<file path="config.mk">
export PLATFORM = sky130hd
export DESIGN_NAME = dstore_pipe
export DESIGN_NICKNAME = d
export VERILOG_FILES = /design/src/rtl/dstore_pkg.sv /design/src/rtl/ds_tag_store.sv /design/src/rtl/ds_line_store.sv /design/src/rtl/ds_lane_unit.sv /design/src/rtl/dstore_pipe.sv
export SDC_FILE = /design/constraint.sdc
export NUM_CORES = 2
export LEC_CHECK = 0
export BUFFER_PORTS_ARGS = -buffer_cell sky130_fd_sc_hd__buf_2
export CAP_MARGIN = 20
export CORE_MARGIN = 2
export CORE_UTILIZATION = 32
export DETAILED_ROUTE_END_ITERATION = 6
export PLACE_DENSITY = 0.57
export SYNTH_ARGS = -nofsm -noshare
export SYNTH_HDL_FRONTEND = slang
export SYNTH_HIERARCHICAL = 1
export SYNTH_SLANG_ARGS = --single-unit
</file>
<file path="constraint.sdc">
create_clock -name clk -period 5.6 [get_ports clk]
set_input_delay 0.56 -clock clk [delete_from_list [all_inputs] [get_ports clk]]
set_output_delay 0.56 -clock clk [all_outputs]
set_load 0.02 [all_outputs]
</file>
<file path="src/rtl/dstore_pkg.sv">
package dstore_pkg;

    parameter int DS_LANES  = 4;
    parameter int DS_LANE_W = $clog2(DS_LANES);
    parameter int DS_DW     = 8 * DS_LANES;

    typedef enum logic [1:0] {
        SZ_BYTE = 2'b00,
        SZ_HALF = 2'b01,
        SZ_WORD = 2'b10,
        SZ_WIDE = 2'b11
    } acc_size_e;

    typedef enum logic {
        ST_IDLE = 1'b0,
        ST_PEND = 1'b1
    } pipe_state_e;

endpackage

</file>
<file path="src/rtl/ds_tag_store.sv">
module ds_tag_store #(
    parameter int IDX_W = 4,
    parameter int TAG_W = 8
) (
    input  logic             clk,
    input  logic             rst_n,
    input  logic             fill_en,
    input  logic [IDX_W-1:0] fill_idx,
    input  logic [TAG_W-1:0] fill_tag,
    input  logic [IDX_W-1:0] look_idx,
    input  logic [TAG_W-1:0] look_tag,
    output logic             look_hit
);
    localparam int SETS = 1 << IDX_W;

    logic [TAG_W-1:0] tag_q [SETS];
    logic [SETS-1:0]  vld_q;

    always_ff @(posedge clk) begin
        if (!rst_n) begin
            vld_q <= '0;
            for (int s = 0; s < SETS; s++) tag_q[s] <= '0;
        end else if (fill_en) begin
            vld_q[fill_idx] <= 1'b1;
            tag_q[fill_idx] <= fill_tag;
        end
    end

    assign look_hit = vld_q[look_idx] && (tag_q[look_idx] == look_tag);

endmodule

</file>
<file path="src/rtl/ds_line_store.sv">
module ds_line_store #(
    parameter int IDX_W      = 4,
    parameter int LINE_WORDS = 4,
    parameter int DW         = 32
) (
    input  logic                          clk,
    input  logic                          rst_n,
    input  logic [IDX_W-1:0]              port_idx,
    input  logic [$clog2(LINE_WORDS)-1:0] port_word,
    input  logic                          wr_en,
    input  logic [DW-1:0]                 wr_data,
    output logic [DW-1:0]                 rd_data
);
    localparam int SETS  = 1 << IDX_W;
    localparam int OFF_W = $clog2(LINE_WORDS);

    logic [DW-1:0] col_rd [LINE_WORDS];

    // one column per word of the line, each with its own write enable
    for (genvar w = 0; w < LINE_WORDS; w++) begin : g_col
        logic [DW-1:0] col_q [SETS];
        logic          word_we;

        assign word_we = wr_en && (port_word == OFF_W'(w));

        always_ff @(posedge clk) begin
            if (!rst_n) begin
                for (int s = 0; s < SETS; s++) col_q[s] <= '0;
            end else if (word_we) begin
                col_q[port_idx] <= wr_data;
            end
        end

        assign col_rd[w] = col_q[port_idx];
    end

    assign rd_data = col_rd[port_word];

endmodule

</file>
<file path="src/rtl/ds_lane_unit.sv">
module ds_lane_unit
    import dstore_pkg::*;
(
    input  acc_size_e              size,
    input  logic [DS_LANE_W-1:0]   off,
    input  logic [DS_DW-1:0]       old_word,
    input  logic [DS_DW-1:0]       new_data,
    output logic [DS_DW-1:0]       merged,
    output logic [DS_DW-1:0]       loaded
);
    logic [DS_LANES-1:0]  sel;
    logic [DS_DW-1:0]     rep;
    logic [DS_LANE_W-1:0] a_off;
    logic [DS_DW-1:0]     shifted;

    always_comb begin
        unique case (size)
            SZ_BYTE: begin
                rep   = {DS_LANES{new_data[7:0]}};
                a_off = off;
            end
            SZ_HALF: begin
                rep   = {(DS_LANES/2){new_data[15:0]}};
                a_off = {off[DS_LANE_W-1:1], 1'b0};
            end
            default: begin
                rep   = new_data;
                a_off = '0;
            end
        endcase
    end

    for (genvar l = 0; l < DS_LANES; l++) begin : g_lane
        always_comb begin
            unique case (size)
                SZ_BYTE: sel[l] = (DS_LANE_W'(l) == off);
                SZ_HALF: sel[l] = (DS_LANE_W'(l) >> 1) == (off >> 1);
                default: sel[l] = 1'b1;
            endcase
        end
        assign merged[l*8 +: 8] = sel[l] ? rep[l*8 +: 8] : old_word[l*8 +: 8];
    end

    assign shifted = old_word >> {a_off, 3'b000};

    always_comb begin
        unique case (size)
            SZ_BYTE: loaded = {{(DS_DW-8){1'b0}},  shifted[7:0]};
            SZ_HALF: loaded = {{(DS_DW-16){1'b0}}, shifted[15:0]};
            default: loaded = shifted;
        endcase
    end

endmodule

</file>
<file path="src/rtl/dstore_pipe.sv">
module dstore_pipe
    import dstore_pkg::*;
#(
    parameter int ADDR_W     = 16,
    parameter int IDX_W      = 4,
    parameter int LINE_WORDS = 4,
    parameter int TAG_W      = ADDR_W - IDX_W - $clog2(LINE_WORDS) - DS_LANE_W
) (
    input  logic              clk,
    input  logic              rst_n,
    input  logic              req_valid,
    input  logic              req_store,
    input  logic [1:0]        req_size,
    input  logic [ADDR_W-1:0] req_addr,
    input  logic [31:0]       req_wdata,
    input  logic              kill_i,
    input  logic              fill_valid,
    input  logic [IDX_W-1:0]  fill_index,
    input  logic [TAG_W-1:0]  fill_tag,
    output logic              stall,
    output logic              rsp_valid,
    output logic              rsp_store,
    output logic              rsp_hit,
    output logic [31:0]       rsp_rdata,
    output logic              store_dropped
);
    localparam int OFF_W  = $clog2(LINE_WORDS);
    localparam int WA_W   = ADDR_W - DS_LANE_W;
    localparam int IDX_LO = DS_LANE_W + OFF_W;

    // request fields
    logic [DS_LANE_W-1:0] req_off;
    logic [OFF_W-1:0]     req_word;
    logic [IDX_W-1:0]     req_idx;
    logic [TAG_W-1:0]     req_tag;
    logic [WA_W-1:0]      req_wa;
    acc_size_e            req_sz;

    assign req_off  = req_addr[DS_LANE_W-1:0];
    assign req_word = req_addr[DS_LANE_W +: OFF_W];
    assign req_idx  = req_addr[IDX_LO +: IDX_W];
    assign req_tag  = req_addr[ADDR_W-1 -: TAG_W];
    assign req_wa   = req_addr[ADDR_W-1:DS_LANE_W];
    assign req_sz   = acc_size_e'(req_size);

    // control state and pending store
    pipe_state_e     state_q, state_d;
    logic [WA_W-1:0] pend_wa_q;
    logic [DS_DW-1:0] pend_data_q;
    logic            pend_live;

    // internal nets
    logic             tag_hit;
    logic             commit;
    logic             same_word;
    logic             full_store;
    logic             take;
    logic             capture;
    logic [IDX_W-1:0] port_idx;
    logic [OFF_W-1:0] port_word;
    logic [DS_DW-1:0] arr_rd;
    logic [DS_DW-1:0] old_word;
    logic [DS_DW-1:0] merged;
    logic [DS_DW-1:0] loaded;

    assign pend_live = (state_q == ST_PEND);

    ds_tag_store #(.IDX_W(IDX_W), .TAG_W(TAG_W)) u_tags (
        .clk      (clk),
        .rst_n    (rst_n),
        .fill_en  (fill_valid),
        .fill_idx (fill_index),
        .fill_tag (fill_tag),
        .look_idx (req_idx),
        .look_tag (req_tag),
        .look_hit (tag_hit)
    );

    ds_line_store #(.IDX_W(IDX_W), .LINE_WORDS(LINE_WORDS), .DW(DS_DW)) u_lines (
        .clk       (clk),
        .rst_n     (rst_n),
        .port_idx  (port_idx),
        .port_word (port_word),
        .wr_en     (commit),
        .wr_data   (pend_data_q),
        .rd_data   (arr_rd)
    );

    ds_lane_unit u_lanes (
        .size     (req_sz),
        .off      (req_off),
        .old_word (old_word),
        .new_data (req_wdata),
        .merged   (merged),
        .loaded   (loaded)
    );

    // state register
    always_ff @(posedge clk) begin
        if (!rst_n) state_q <= ST_IDLE;
        else        state_q <= state_d;
    end

    // next state: capture / chain / retire / cancel
    always_comb begin
        state_d = state_q;
        unique case (state_q)
            ST_IDLE: if (capture) state_d = ST_PEND;
            ST_PEND: state_d = capture ? ST_PEND : ST_IDLE;
            default: state_d = ST_IDLE;
        endcase
    end

    // per-state outputs: port ownership, stall, forwarding source
    always_comb begin
        full_store = req_store && req_sz[1];
        commit     = 1'b0;
        same_word  = 1'b0;
        port_idx   = req_idx;
        port_word  = req_word;
        unique case (state_q)
            ST_IDLE: begin
                commit = 1'b0;
            end
            ST_PEND: begin
                commit    = !kill_i;
                same_word = (pend_wa_q == req_wa);
                if (commit) begin
                    port_idx  = pend_wa_q[OFF_W +: IDX_W];
                    port_word = pend_wa_q[OFF_W-1:0];
                end
            end
            default: commit = 1'b0;
        endcase
        stall    = req_valid && commit && !same_word && !full_store;
        take     = req_valid && !stall;
        capture  = take && req_store && tag_hit;
        old_word = (commit && same_word) ? pend_data_q : arr_rd;
    end

    // pending store register
    always_ff @(posedge clk) begin
        if (!rst_n) begin
            pend_wa_q   <= '0;
            pend_data_q <= '0;
        end else if (capture) begin
            pend_wa_q   <= req_wa;
            pend_data_q <= merged;
        end
    end

    // response register
    always_ff @(posedge clk) begin
        if (!rst_n) begin
            rsp_valid     <= 1'b0;
            rsp_store     <= 1'b0;
            rsp_hit       <= 1'b0;
            rsp_rdata     <= '0;
            store_dropped <= 1'b0;
        end else begin
            rsp_valid     <= take;
            rsp_store     <= take && req_store;
            rsp_hit       <= take && tag_hit;
            rsp_rdata     <= (take && !req_store && tag_hit) ? loaded : '0;
            store_dropped <= pend_live && kill_i;
        end
    end

endmodule

</file>
# Yosys cells after proc, flatten, opt, wreduce, memory -nomap -nowiden
# Memories as Yosys holds them, arrays and structs flattened.
# Index checks and enable logic that the tools add are counted.
[totals]
elab_cells = 121
output_inout_bits = 37
inputBits = 68
ram_bits = 2176
reg_bits = 99
n_memories = 5
[op_classes]
shift = 1
n_mux = 57
reduce_logical = 33
bitwise_logic = 3
eq_ne = 9
n_lt_le_gt_ge = 4
[mem_list]
columns = ["name", "depth", "word_bits", "rd", "rd_ports_with_merged_regs", "wr", "line_no", "source"]
rows = [
  ["u_lines.g_col[0].col_q", 16, 32, 1, 0, 16, "ds_line_store.sv:21", "logic [DW-1:0] col_q [SETS];"],
  ["u_lines.g_col[1].col_q", 16, 32, 1, 0, 16, "ds_line_store.sv:21", ""],
  ["u_lines.g_col[2].col_q", 16, 32, 1, 0, 16, "ds_line_store.sv:21", ""],
  ["u_lines.g_col[3].col_q", 16, 32, 1, 0, 16, "ds_line_store.sv:21", ""],
  ["u_tags.tag_q", 16, 8, 1, 0, 16, "ds_tag_store.sv:16", "logic [TAG_W-1:0] tag_q [SETS];"],
]
[ops]
columns = ["cell", "n"]
rows = [
  ["two-way mux 32 bit", 7],
  ["one-hot mux 32 bit (2 select lines)", 2],
  ["OR reduction 32 bit", 4],
  ["binary-select mux 32 bit (select 2 bit)", 1],
  ["two-way mux 8 bit", 5],
  [">> shifter 32 x 5 -> 32 bit", 1],
  ["two-way mux 4 bit", 7],
  ["two-way mux 1 bit", 25],
  ["logical AND 1 bit", 18],
  ["bitwise OR 16 bit", 1],
  ["== test 14 bit", 1],
  ["less-than comparator 4 x 5 -> 1 bit (second input constant)", 2],
  ["one-hot mux 1 bit (2 select lines)", 5],
  ["== test 8 bit", 1],
  ["logical NOT 2 bit", 4],
  ["OR reduction 8 bit", 1],
  ["logical NOT 1 bit", 5],
  ["binary-select mux 1 bit (select 4 bit)", 1],
  ["demux 1 bit (select 4 bit)", 1],
  ["== test 2 x 1 -> 1 bit (second input constant)", 2],
  ["== test 2 bit (first input constant)", 2],
  ["== test 2 bit (second input constant)", 2],
  ["greater-or-equal comparator 4 x 1 -> 1 bit (second input constant)", 1],
  ["two-way mux 2 bit", 2],
  ["other kinds (6)", 6],
]

# Longest topological paths before layout
[logic_depth]
word_depth = 10
depth_mapped = 16

# Cells and area by module
# Netlist, hierarchy kept.
[by_module_without_submodules]
columns = ["module", "seq_area_each_um2", "area_per_inst_um2", "n_inst", "cells_each"]
rows = [
  ["ds_line_store", 61499.0, 91931.9, 1, 5808],
  ["ds_tag_store", 4164.0, 6671.4, 1, 452],
  ["dstore_pipe", 1661.6, 3611.0, 1, 363],
  ["ds_lane_unit", 0.0, 1276.2, 1, 173],
]

# Least setup slack after synthesis
# No wires, ideal clock.
[synth_timing]
path_type = "input port to flip-flop"
from = "in kill_i"
to = "mem u_lines.g_col[3].col_q[6][0], enable pin"
stages = 11
n_path_buf = 4
setup_slack_ns = 0.733
arrival_time_ns = 4.401
setup_time_ns = 0.466
cell_sequence = "nand2b_1 > clkbuf_1 > inv_2 > nand2_1 > nand2_1 > clkbuf_1 > buf_2 > buf_2 > nor2b_1 > nand2_1 > o21ai_0"
[synth_rtl]
columns = ["element", "line_no", "source"]
rows = [
  ["from (decl)", "dstore_pipe.sv:16", "input logic kill_i,"],
  ["to (decl)", "ds_line_store.sv:21", ""],
]

# Worst setup path after layout
[layout_timing]
from = "reg state_q (netlist: pend_live)"
to = "reg pend_data_q[7]"
[layout_via]
elab_cells_between_ends = 24
cone_classes = "mux (9); bitwise (2); reduce/logical (9); memory (4)"
[layout_rtl]
columns = ["element", "line_no", "source"]
rows = [
  ["from (decl)", "dstore_pipe.sv:47", "pipe_state_e state_q, state_d;"],
  ["from (signal assigned)", "dstore_pipe.sv:101", "else state_q <= state_d;"],
  ["NOT 1 bit", "--", ""],
  ["one-hot mux 1 bit (2 select lines) *", "dstore_pipe.sv:121", "unique case (state_q)"],
  ["net commit", "dstore_pipe.sv:54", "logic commit;"],
  ["logical AND 1 bit *", "dstore_pipe.sv:138", "old_word = (commit && same_word) ? pend_data_q : arr_rd;"],
  ["two-way mux 32 bit *", "dstore_pipe.sv:138", ""],
  ["net old_word[7]", "dstore_pipe.sv:62", "logic [DS_DW-1:0] old_word;"],
  ["two-way mux 8 bit *", "ds_lane_unit.sv:41", "assign merged[l*8 +: 8] = sel[l] ? rep[l*8 +: 8] : old_word[l*8 +: 8];"],
  ["net merged[7]", "dstore_pipe.sv:63", "logic [DS_DW-1:0] merged;"],
  ["to (signal assigned)", "dstore_pipe.sv:148", "pend_data_q <= merged;"],
  ["to (decl)", "dstore_pipe.sv:49", "logic [DS_DW-1:0] pend_data_q;"],
]
# Mark *: on every way through the listed nets, which the timed path passes. The rest lies on a longest branch. The select of a mux whose other input is x is not followed.
# A chain may end at the register's enable or synchronous reset.

==> summary.md <==
| Metric | Value |
|---|---|
| Clock Latency Late Sink | 920 ps |
| Mapped Cells | 6796 |
| Synth Area per Inst | 15.23 um^2 |
| Core ar. | 0.3214 mm^2 |
| Max Clock Freq | 0.2110 GHz |
| RD Place Congestion | 0.8974 |
| Clock Path Buffers | 3 |
| Die ar. | 0.3280 mm^2 |
| Pre-Repair DR Iteration Count | 7 |
| Vias in the first global route | 60390 |
| Htree depth | 4 |
| Pin slew with the least headroom to its limit | 1276 ps |
| Vias per cell | 5.301 |
| R2r setup slk | 860 ps |
| Synth Net Count | 6864 |
| DRT Wirelength | 329900 um |
| Netlist area before placement | 0.1035 mm^2 |
| Setup Buffers After CTS | 0 |
| Unrepaired setup endpoints after global routing | false |
| Status | complete, but fails checks |
| Setup TNS | 0 ps |
| Antenna-violating nets left | 0 |
| Max-slew headroom | 14.95% |
| Worst-path clk slew | 60 ps |
| DRC viols | 6 |
| Cell variety after synth | 53 |
| LEAKAGE | 41.56 nW |
| Routed len/inst | 29.16 um |
| CTS tree | yes |
| Via count | 59970 |
| Top Ports | 105 |
| Critical path fanouts, max | 22 |
| Placed Instances | 10840 |
| Overall power | 37.10 mW |
| Failing checks | design-rule violations |
| CP Launch Type | flip-flop |
| Final setup viols | 0 |
| Most used flip-flop cell after synthesis | edfxtp_1 |
| IO buf count | 104 |
| Number of synthesized flops with an enable pin | 2176 |
| Pre-CTS setup slack | 696.5 ps |
| Initial antenna violation count | 50 |
| Critical path arrival | 5520 ps |
| Hold Vio Cnt, Final | 0 |
| Total track usage | 19.95% |
| Clock Sinks | 2275 |
| #FFs+latches synth | 2275 |
| P&R area growth vs syn | 14.31% |
| Nets | 6860 |
| Critical path class | reg -> reg |
| Fin crit share | 84.62% |
| Register area share after synthesis | 65.05% |
| Final cell count without fillers | 11310 |
| Hold Path Class | in -> reg |
| VDD IR max | 0.3301 mV |
| Required time of the worst setup path | 6380 ps |
| Total CTS buffers | 237 |
| Yosys warns | 6 |
| Number of max-cap violations | 0 |
| Setup ws final | 861.3 ps |
| Initial Util | 32.20% |
| Skew final | 64.17 ps |
| Async set or reset register ratio after synthesis | 0% |
| Root Driver | clkbuf_16 |
| WHS | 72.35 ps |
| Final max-slew violation count | 0 |
| Endpoint class of the critical path | flip-flop |
| Final global-route overflow total | 0 |
| Period minus WS final | 4739 ps |
| Power Density | 313.6 mW/mm^2 |
| Chip width | 572.7 um |
| First-pass GRT wire length | 465900 um |
| Share of cells above drive strength 1 | 22.15% |
| Pin count of the biggest net entering global routing | 89 |
| Initial DRC count | 7004 |
| Dpl hpwl | 192600 um |
| # fillers | 29930 |
| Rows | 208 |
| Die height | 572.7 um |
-- report_power, final --
| part | leakage, nW | switching, mW | total [mW] | internal (mW) |
|---|---|---|---|---|
| combinational | 14.7 | 1.53 | 2.45 | 0.923 |
| sequential | 23.2 | 0.143 | 19.3 | 19.1 |
| clock | 3.64 | 6.80 | 15.4 | 8.56 |
-- layout make-up --
cell class / instances / area (um^2) / area share, %
clock inverter: 140 / 1211 / 1.024
sequential: 2275 / 67360 / 56.94
tap: 4305 / 5386 / 4.553
timing repair buffer: 444 / 3815 / 3.225
clock buffer: 297 / 6238 / 5.273
multi-input combinational: 3830 / 34230 / 28.93
inverter: 4 / 15.01 / 0.01269
antenna: 18 / 45.04 / 0.03807
-- flip-flops by register name, indices dropped and copies added, names as in the netlist --
register,cells
u_lines/g_col.col_q,2048
u_tags/tag_q,128
pend_data_q,32
rsp_rdata,32
u_tags/vld_q,16
pend_wa_q,14
pend_live,1
rsp_hit,1
rsp_store,1
rsp_valid,1
store_dropped,1
-- synthesized netlist by cell type, drive strengths merged, types with 4 or more instances --
| cell type | n | area share, % |
|---|---|---|
| and2 | 2228 | 13 |
| or2 | 4 | 0.024 |
| o21ai | 73 | 0.35 |
| or4 | 33 | 0.24 |
| mux2i | 68 | 0.66 |
| o2bb2ai | 8 | 0.068 |
| nand2 | 167 | 0.61 |
| nor2b | 8 | 0.048 |
| a21oi | 168 | 0.85 |
| nand3 | 5 | 0.024 |
| a21o | 16 | 0.12 |
| nand4 | 6 | 0.036 |
| a22oi | 264 | 1.9 |
| edfxtp | 2176 | 63 |
| a221oi | 10 | 0.085 |
| mux4 | 543 | 12 |
| clkbuf | 541 | 2.0 |
| nand2b | 16 | 0.10 |
| nor2 | 82 | 0.30 |
| nor3 | 11 | 0.053 |
| buf | 146 | 0.85 |
| dfxtp | 99 | 1.9 |
| mux2 | 78 | 0.96 |
| inv | 4 | 0.015 |
| xnor2 | 20 | 0.17 |
-- path summary, 6_finish.rpt --
path	startpoint	endpoint	depth (start not counted)
worst max register to register	pend_live$_SDFF_PN0_	pend_data_q[7]$_SDFFE_PN0P_	15
worst min register to register	u_tags/vld_q[2]$_SDFFE_PN0P_	u_tags/vld_q[2]$_SDFFE_PN0P_	1
worst max-delay path	pend_live$_SDFF_PN0_	pend_data_q[7]$_SDFFE_PN0P_	15
worst min-delay path	req_addr[5]	pend_wa_q[3]$_SDFFE_PN0P_	3
-- cell usage in the layout (no fill, tap or decap), types with 20 or more instances in the layout --
cell type and count:
mux2_2 47, nand2_1 165, xnor2_1 20, dfxtp_2 32
a21oi_1 163, buf_2 104, or4_1 32, clkbuf_1 54
mux2i_1 68, nor2_2 43, nor2_1 20, clkinv_2 41
edfxtp_1 2176, o21ai_4 60, and2_1 2227, clkinv_1 65
mux4_2 538, buf_12 56, a22oi_1 264, mux2_4 30
buf_4 270, dfxtp_1 67, clkbuf_16 239
-- metal layers --
| metal | vias to the layer above | wire length [um] | GRT usage, % |
|---|---|---|---|
| li1 | 25010 | - | - |
| met1 | 31640 | 131200 | 26.12 |
| met2 | 2732 | 155600 | 32.02 |
| met3 | 575 | 27300 | 4.091 |
| met4 | 22 | 15750 | 8.767 |
| met5 | - | 133 | 0 |
-- critical path, stage by stage, from the launching register on --
cell	delay, ps
dfxtp_1	410
nand2b_1	180
inv_2	240
nand2_1	130
nand2_4	210
buf_12	260
buf_4	230
buf_4	260
mux4_2	520
a22oi_1	630
a21oi_1	270
or4_1	460
mux2_4	290
mux2_2	270
nand2_1	60
mux2i_1	80
-- per-stage QoR --
stage	util, %	area, um^2
2_1_floorplan	-	103500
3_5_place_dp	34.43	110700
4_1_cts	36.79	118200
3_3_place_gp	34.43	110700
5_1_grt	36.80	118300
6_report	36.81	118300
-- logic make-up (layout without fill, tap and decap cells) --
kind of cell / count (synthesis) / count (layout) / synth area share (%)
buf+inv: 691 / 885 / 2.841
other cells: 0 / 18 / 0
simple gates: 2572 / 2572 / 15.01
flops: 2275 / 2275 / 65.05
mux: 689 / 689 / 13.45
compound gates: 546 / 546 / 3.452
xor+xnor: 23 / 23 / 0.1947
-- timing repair --
item,CTS,global route
hold buffers,12,0
endpoints found under the hold margin,12,0
gates resized for setup,0,0
(Power assumes the default switching activity.)
